`config.mk`:
```
export PLATFORM = sky130hd
export DESIGN_NAME = seq_mul_unit
export DESIGN_NICKNAME = d
export VERILOG_FILES = /design/src/rtl/mulu_pkg.sv /design/src/rtl/mulu_prep.sv /design/src/rtl/mulu_ctrl.sv /design/src/rtl/mulu_datapath.sv /design/src/rtl/seq_mul_unit.sv
export SDC_FILE = /design/constraint.sdc
export NUM_CORES = 1
export LEC_CHECK = 0
export BUFFER_PORTS_ARGS = -buffer_cell sky130_fd_sc_hd__buf_4
export CAP_MARGIN = 20
export CORE_MARGIN = 3
export CORE_UTILIZATION = 65
export DETAILED_ROUTE_END_ITERATION = 6
export GPL_ROUTABILITY_DRIVEN = 1
export PLACE_DENSITY = 0.85
export SLEW_MARGIN = 20
export SYNTH_ARGS = -nofsm -noshare
export SYNTH_HDL_FRONTEND = slang
export SYNTH_SLANG_ARGS = --single-unit
export TNS_END_PERCENT = 30
```
`constraint.sdc`:
```
create_clock -name clk -period 5.7 [get_ports clk]
set_input_delay 0.855 -clock clk [delete_from_list [all_inputs] [get_ports clk]]
set_output_delay 0.855 -clock clk [all_outputs]
set_load 0.02 [all_outputs]
```
`src/rtl/mulu_pkg.sv`:
```
`timescale 1ns/1ps
package mulu_pkg;

  typedef enum logic [1:0] {
    MOP_LO    = 2'b00,
    MOP_HI_SS = 2'b01,
    MOP_HI_UU = 2'b10,
    MOP_HI_SU = 2'b11
  } mop_e;

  typedef enum logic [1:0] {
    ST_IDLE = 2'b00,
    ST_RUN  = 2'b01,
    ST_FIN  = 2'b10
  } mstate_e;

  // first operand is read as signed for s*s and s*u high words
  function automatic logic a_signed(input logic [1:0] op);
    return (op == MOP_HI_SS) || (op == MOP_HI_SU);
  endfunction

  // second operand is read as signed only for the s*s high word
  function automatic logic b_signed(input logic [1:0] op);
    return (op == MOP_HI_SS);
  endfunction

  function automatic logic take_high(input logic [1:0] op);
    return (op != MOP_LO);
  endfunction

endpackage

```
`src/rtl/mulu_prep.sv`:
```
`timescale 1ns/1ps
// Operand conditioning: magnitudes and the sign of the final product.
module mulu_prep #(
  parameter int W = 32
) (
  input  logic [1:0]   op,
  input  logic [W-1:0] opa,
  input  logic [W-1:0] opb,
  output logic [W-1:0] mag_a,
  output logic [W-1:0] mag_b,
  output logic         neg_prod
);
  import mulu_pkg::*;

  // Magnitude of a W-bit value; the most negative value maps to 2^(W-1),
  // which still fits in W unsigned bits.
  function automatic logic [W-1:0] magnitude(input logic [W-1:0] x,
                                             input logic         is_signed);
    if (is_signed && x[W-1]) return (~x) + {{(W-1){1'b0}}, 1'b1};
    return x;
  endfunction

  logic a_neg, b_neg;

  always_comb begin
    a_neg    = a_signed(op) && opa[W-1];
    b_neg    = b_signed(op) && opb[W-1];
    mag_a    = magnitude(opa, a_signed(op));
    mag_b    = magnitude(opb, b_signed(op));
    neg_prod = a_neg ^ b_neg;
  end

endmodule

```
`src/rtl/mulu_ctrl.sv`:
```
`timescale 1ns/1ps
// Sequencer: idle, W shift-add steps, one finish cycle.
module mulu_ctrl #(
  parameter int W = 32
) (
  input  logic clk,
  input  logic rst_n,
  input  logic start,
  output logic busy,
  output logic load,
  output logic step,
  output logic finish
);
  import mulu_pkg::*;

  localparam int CW = (W > 1) ? $clog2(W) : 1;
  localparam logic [CW-1:0] LAST = CW'(W - 1);

  mstate_e       state_q;
  logic [CW-1:0] iter_q;

  assign busy   = (state_q != ST_IDLE);
  assign load   = (state_q == ST_IDLE) && start;
  assign step   = (state_q == ST_RUN);
  assign finish = (state_q == ST_FIN);

  always_ff @(posedge clk) begin
    if (!rst_n) begin
      state_q <= ST_IDLE;
      iter_q  <= '0;
    end else begin
      unique case (state_q)
        ST_IDLE: if (start) begin
          state_q <= ST_RUN;
          iter_q  <= '0;
        end
        ST_RUN: begin
          iter_q <= iter_q + 1'b1;
          if (iter_q == LAST) state_q <= ST_FIN;
        end
        ST_FIN:  state_q <= ST_IDLE;
        default: state_q <= ST_IDLE;
      endcase
    end
  end

  // an accepted start makes the unit busy in the next cycle
  assert_busy_on_start_R2: assert property (@(posedge clk) disable iff (!rst_n)
    (start && !busy) |=> busy);

  // a running operation is never cut short by a further start
  assert_start_ignored_R3: assert property (@(posedge clk) disable iff (!rst_n)
    (busy && !finish) |=> busy);

  // the finish phase is always reached from the iteration phase
  assert_fin_after_run_R4: assert property (@(posedge clk) disable iff (!rst_n)
    finish |-> $past(step));

endmodule

```
`src/rtl/mulu_datapath.sv`:
```
`timescale 1ns/1ps
// Shift-add registers: 2W multiplicand, W multiplier, 2W product.
module mulu_datapath #(
  parameter int W = 32
) (
  input  logic           clk,
  input  logic           rst_n,
  input  logic           load,
  input  logic           step,
  input  logic [W-1:0]   mag_a,
  input  logic [W-1:0]   mag_b,
  input  logic           neg_in,
  output logic [2*W-1:0] full_prod
);
  localparam int PW = 2 * W;

  logic [PW-1:0] mcand_q;
  logic [W-1:0]  mplier_q;
  logic [PW-1:0] prod_q;
  logic          neg_q;

  // event wires for the assertions
  logic          add_now;
  logic [PW-1:0] prod_next;

  // one iteration of the shift-add rule
  function automatic logic [PW-1:0] accumulate(input logic [PW-1:0] acc,
                                               input logic [PW-1:0] addend,
                                               input logic          bit_set);
    return bit_set ? (acc + addend) : acc;
  endfunction

  // two's complement of the full double-width value
  function automatic logic [PW-1:0] apply_sign(input logic [PW-1:0] v,
                                               input logic          neg);
    return neg ? ((~v) + {{(PW-1){1'b0}}, 1'b1}) : v;
  endfunction

  assign add_now   = mplier_q[0];
  assign prod_next = accumulate(prod_q, mcand_q, add_now);
  assign full_prod = apply_sign(prod_q, neg_q);

  always_ff @(posedge clk) begin
    if (!rst_n) begin
      mcand_q  <= '0;
      mplier_q <= '0;
      prod_q   <= '0;
      neg_q    <= 1'b0;
    end else if (load) begin
      mcand_q  <= {{W{1'b0}}, mag_a};
      mplier_q <= mag_b;
      prod_q   <= '0;
      neg_q    <= neg_in;
    end else if (step) begin
      prod_q   <= prod_next;
      mcand_q  <= mcand_q << 1;
      mplier_q <= mplier_q >> 1;
    end
  end

  // the multiplier shifts right by one on every step
  assert_mplier_shift_R11: assert property (@(posedge clk) disable iff (!rst_n)
    (step && !load) |=> (mplier_q == ($past(mplier_q) >> 1)));

  // a zero multiplier bit leaves the partial product unchanged
  assert_skip_add_R11: assert property (@(posedge clk) disable iff (!rst_n)
    (step && !load && !add_now) |=> (prod_q == $past(prod_q)));

  // the multiplicand doubles on every step
  assert_mcand_shift_R11: assert property (@(posedge clk) disable iff (!rst_n)
    (step && !load) |=> (mcand_q == ($past(mcand_q) << 1)));

endmodule

```
`src/rtl/seq_mul_unit.sv`:
```
`timescale 1ns/1ps
module seq_mul_unit #(
  parameter int W = 32
) (
  input  logic         clk,
  input  logic         rst_n,
  input  logic         start,
  input  logic [1:0]   op,
  input  logic [W-1:0] opa,
  input  logic [W-1:0] opb,
  output logic [W-1:0] result,
  output logic         done,
  output logic         busy
);
  import mulu_pkg::*;

  localparam int PW = 2 * W;

  logic [W-1:0]  mag_a, mag_b;
  logic          neg_prod;
  logic          load, step, finish;
  logic [PW-1:0] full_prod;
  logic [1:0]    op_q;
  logic [W-1:0]  sel_word;

  mulu_prep #(.W(W)) u_prep (
    .op       (op),
    .opa      (opa),
    .opb      (opb),
    .mag_a    (mag_a),
    .mag_b    (mag_b),
    .neg_prod (neg_prod)
  );

  mulu_ctrl #(.W(W)) u_ctrl (
    .clk    (clk),
    .rst_n  (rst_n),
    .start  (start),
    .busy   (busy),
    .load   (load),
    .step   (step),
    .finish (finish)
  );

  mulu_datapath #(.W(W)) u_dp (
    .clk       (clk),
    .rst_n     (rst_n),
    .load      (load),
    .step      (step),
    .mag_a     (mag_a),
    .mag_b     (mag_b),
    .neg_in    (neg_prod),
    .full_prod (full_prod)
  );

  // half selection happens after the sign has been applied
  assign sel_word = take_high(op_q) ? full_prod[PW-1:W] : full_prod[W-1:0];

  always_ff @(posedge clk) begin
    if (!rst_n) begin
      op_q   <= MOP_LO;
      result <= '0;
      done   <= 1'b0;
    end else begin
      if (load) op_q <= op;
      done <= finish;
      if (finish) result <= sel_word;
    end
  end

  // done never lasts more than one cycle
  assert_done_pulse_R4: assert property (@(posedge clk) disable iff (!rst_n)
    done |=> !done);

  // done coincides with the unit leaving the busy state
  assert_done_ends_busy_R4: assert property (@(posedge clk) disable iff (!rst_n)
    done |-> (!busy && $past(busy)));

  // result only changes together with done
  assert_result_hold_R10: assert property (@(posedge clk) disable iff (!rst_n)
    !done |-> $stable(result));

endmodule

```
After elaboration in Yosys (flattened, before gate mapping)
Index checks and enable logic that the tools add are counted.

Reduce and logical (&&, ||, !) cells: 13. Bitwise gates (word level): 5. Multiply operators: 0. Magnitude comparators: 0. Divide/modulo/power cells: 0. Muxes and demuxes: 17. $add $sub $neg: 5. Shifts and indexed selects: 0. Eq/ne operators: 7.

Operator list (number): $mux 32 (9); $add 32x1->32 const B (2); $add 64x1->64 const B (1); $add 64x64->64 (1); $mux 64 (1); $not 32->32 (2); $not 64->64 (1); $pmux 5 s2 (1); $reduce_bool 2->1 (4); $reduce_and 2->1 (3); $add 5x1->5 const B (1); $eq 5x5->1 const B (1); $mux 5 (1); $eq 2x1->1 const B (2); $eq 2x2->1 const B (2); $mux 2 (2); $pmux 2 s2 (1); $logic_and 1x1->1 (3); $logic_not 2->1 (1); $mux 1 (2); $ne 2x1->1 const B (1); $ne 2x2->1 const B (1); $reduce_or 2->1 (1); $logic_or 1x1->1 (1); 2 further kinds (2).

Memory bits (read-only): 0. Input port bits: 69. Memories: 0. RAM bits: 0. Flip-flop bits (word level): 203. Latch bits: 0.

Longest topological paths before layout
Word-level depth: 6. Mapped depth: 13. Mapped depth without buffers: 13.

Modules after synthesis
A second synthesis with hierarchy kept.

Cells, all modules: 1844. Area total of the unflattened synthesis: 14627.8 um^2.

Modules (own cells, without submodules): mulu_datapath (sequential area each 3223.1 um^2, times used 1, area each 11182.0 um^2, cells an instance 1404); seq_mul_unit (sequential area each 700.7 um^2, times used 1, area each 1664.1 um^2, cells an instance 192); mulu_prep (sequential area each 0.0 um^2, times used 1, area each 1453.9 um^2, cells an instance 212); mulu_ctrl (sequential area each 140.1 um^2, times used 1, area each 327.8 um^2, cells an instance 36).

Worst setup path after synthesis
OpenSTA, ideal clock, no wires.

Path kind: reg2reg. Start: register u_dp.prod_q[0]. End: register u_dp.prod_q[60]. Path slack: 2.009 ns. Path buffers: 0. Arrival time: 3.574 ns. Stages on the path, launching flop included: 14. Data required time: 5.583 ns. Setup time: 0.117 ns. Clock period less this slack: 3.691 ns. Cells stage by stage: dfxtp_1 > ha_1 > fa_1 > a211oi_1 > o21bai_1 > a2111oi_1 > o22ai_1 > a21oi_1 > o21a_1 > o41a_1 > o21ai_1 > a221oi_1 > xnor2_1 > a22o_1.

Longest elaborated chain between the ends: 1.

Ends and longest elaborated chain: start: declaration (RTL line mulu_datapath.sv:19) `logic [PW-1:0] prod_q;`; start signal: assignment (RTL line mulu_datapath.sv:55) `prod_q <= prod_next;`; $add 64x64->64 (RTL line mulu_datapath.sv:30) `return bit_set ? (acc + addend) : acc;`.

Every way passes these cells. A chain may end at the register's enable or synchronous reset.

Worst setup path after layout
Ends and elaborated chain as after synthesis.

==> metrics <==
result of the run completed; remaining max-slew budget at the tightest pin 27.6%; maximum fanout encountered on the critical timing path 6; core area 20500 um2; post-layout minimum cycle time 4550 ps; via count of the first global-routing pass 12500; first drt pass iteration count 5; P&R area growth vs syn 11.2%; final hold violation count 0; number of nets still failing antenna checks after routing 0; Seq/Total Area, Yosys 29.5%; area of the multi-input gates 9170 um2; WL/cell 17.8 um; first-pass GRT wire length 62.3 mm; Tcrit/Tclk final 79.8%; Avg Inst Size Synth 7.33 um2; biggest area contributors in the synthesized netlist dfxtp_1 30%, nand2_1 11%, a21oi_1 7.5%, ha_1 6.2%, xnor2_1 6.0%; reg2reg path depth 13; Yosys warning count 0; effective utilization at floorplan 67.1%; ratio of routed vias to standard cells 6.32; clock tree from TritonCTS done; clock buffer count from CTS 23; Unique masters post-synth 69; Setup CP Type flip-flop to flip-flop; clock insertion delay at the later pin of the skew report 520 ps; share of synthesized flip-flops with an asynchronous set or reset 0%; highest clock rate 0.220 GHz; fraction of final layout cells sized beyond drive strength 1 9.33%; Pins Over Slew Limit 0; Mapped Cells 1876; largest net degree at the start of global routing 103; most common flop cell mapped by yosys dfxtp_1; Synthesized Nets 2014; critical path endpoint category flip-flop; clock skew after layout 15.3 ps; placed wire-length estimate after detailed placement 27.6 mm; Die ar. 22900 um2; area occupied by registers 4070 um2; synthesized area 13800 um2; Total Routed Length 38.7 mm; CTS-repair resized insts 0; TNS Setup 0 ps; number of failing setup endpoints in the final timing report 0; clk slew on worst S/H paths 60 ps; global-route total usage across every layer 32.8%; arrival time at the worst endpoint 4960 ps; flip-flop and latch count after synthesis 203; leading cell type in the layout, fill and taps excluded nand2_1; Die Width 151 um; cell type with the largest total area after synthesis dfxtp_1; Clock Path Buffers 3; number of flops mapped to enable cells by yosys 0; clk sinks 203; max-capacitance violation count 0; routability cong. 0.974; startpoint type of the worst setup path flip-flop; total power of the final layout 3530 uW; DIE HEIGHT 151 um; transition at the pin with the smallest max-transition slack 1090 ps; total global routing overflow 0; Boundary Pins 103; DRT iter0 DRCs 1201; leakage dissipation 0.00621 uW; count of buffers added by post-CTS timing repair for setup 0; drt drc 0; number of levels in the clock H-tree 1; highest-count cells in the layout ignoring fill and taps 384 x nand2_1, 205 x a21oi_1, 202 x dfxtp_1; count of filler cells inserted in the layout 1646; Port Buf Inserts 102; maximum vdd drop 0.225 mV; CP Data Required Time 6110 ps; hold depth 2; Inserted Diodes 0; Total Nets Final 2029; area share of the leading cell type in the synthesized netlist 29.5%; hold buffer count at CTS 0; power density over cell area 231 nW/um2; class of the most critical hold timing path flip-flop to flip-flop; via count 13800; Core Rows 52; RSZ-0062 raised after global routing no; cell at the root of the clock tree clkbuf_16; antenna violations before repair 0
cell usage after synthesis, types with 14 or more instances:
master / instances
nand2_1: 386
a21oi_1: 205
dfxtp_1: 203
nor2_1: 178
clkbuf_1: 108
xnor2_1: 95
xor2_1: 79
o21ai_0: 71
ha_1: 68
a311oi_1: 58
a21o_1: 36
nand3_1: 29
nor3_1: 28
o31ai_1: 28
inv_1: 26
a211oi_1: 21
nand4_1: 19
a31oi_1: 18
o41ai_1: 17
or3_1: 14
per-stage QoR:
stage / hold WS [ps] / worst slack (ps) / utilization [%] / instances / area [um2]
2_1_floorplan: 444 / 2010 / - / 1876 / 13800
6_report: 456 / 1150 / 74.6 / 2177 / 15300
5_1_grt: 470 / 874 / 74.6 / 2177 / 15300
3_5_place_dp: 448 / 1290 / 70.8 / 2136 / 14500
4_1_cts: 457 / 1210 / 74.6 / 2177 / 15300
3_3_place_gp: 445 / 1450 / 70.8 / 2136 / 14500
final timing paths:
| path | from | end | slack (ps) |
|---|---|---|---|
| max reg2reg | u_dp.prod_q[0] | u_dp.prod_q[60] | 1150 |
| min reg2reg | result[17] | result[17] | 460 |
| max | u_dp.prod_q[0] | u_dp.prod_q[60] | 1150 |
| min | result[17] | result[17] | 460 |
flip-flops by register name, indices dropped and copies added (netlist names):
name,cells
u_dp.mcand_q,64
u_dp.prod_q,64
result,32
u_dp.mplier_q,32
u_ctrl.iter_q,5
op_q,2
u_ctrl.state_q,2
done,1
u_dp.neg_q,1
layout make-up:
| class | instances | share of cell area, % |
|---|---|---|
| timing repair buffer | 111 | 5.45 |
| clock inverter | 5 | 0.532 |
| inverter | 27 | 0.663 |
| tap | 270 | 2.21 |
| multi-input combinational | 1525 | 60.0 |
| sequential | 203 | 26.6 |
| clock buffer | 36 | 4.61 |
critical path: stages (launching register included):
cell and delay (ps):
dfxtp_1 360, ha_1 250, fa_1 430, a211oi_1 390, o21bai_1 170, a2111oi_1 770
o22ai_1 280, a21oi_1 420, o21a_1 360, o41a_1 230, o21ai_1 150, a221oi_1 340
xnor2_1 100, a22o_1 170
power breakdown:
group          internal, uW  switching (uW)
clock network           936             596
registers              1470            53.1
logic                   176             300
logic make-up after synthesis:
group / count (synthesis) / synth area share (%)
mux: 3 / 0.309
simple gates: 743 / 23.6
fa+ha+maj: 69 / 6.33
compound gates: 536 / 25.1
xor+xnor: 174 / 11.1
buf+inv: 148 / 4.05
flops: 203 / 29.5
layer usage:
metal | share of wire, % | track usage (%) | vias to the layer above
met5 | 0 | 0 | -
met4 | 3.0 | 9.52 | 0
met3 | 8.3 | 4.34 | 92
met2 | 46 | 52.8 | 522
met1 | 43 | 46.1 | 6454
li1 | - | - | 6682
No activity file was read; power rests on OpenSTA's default activity.
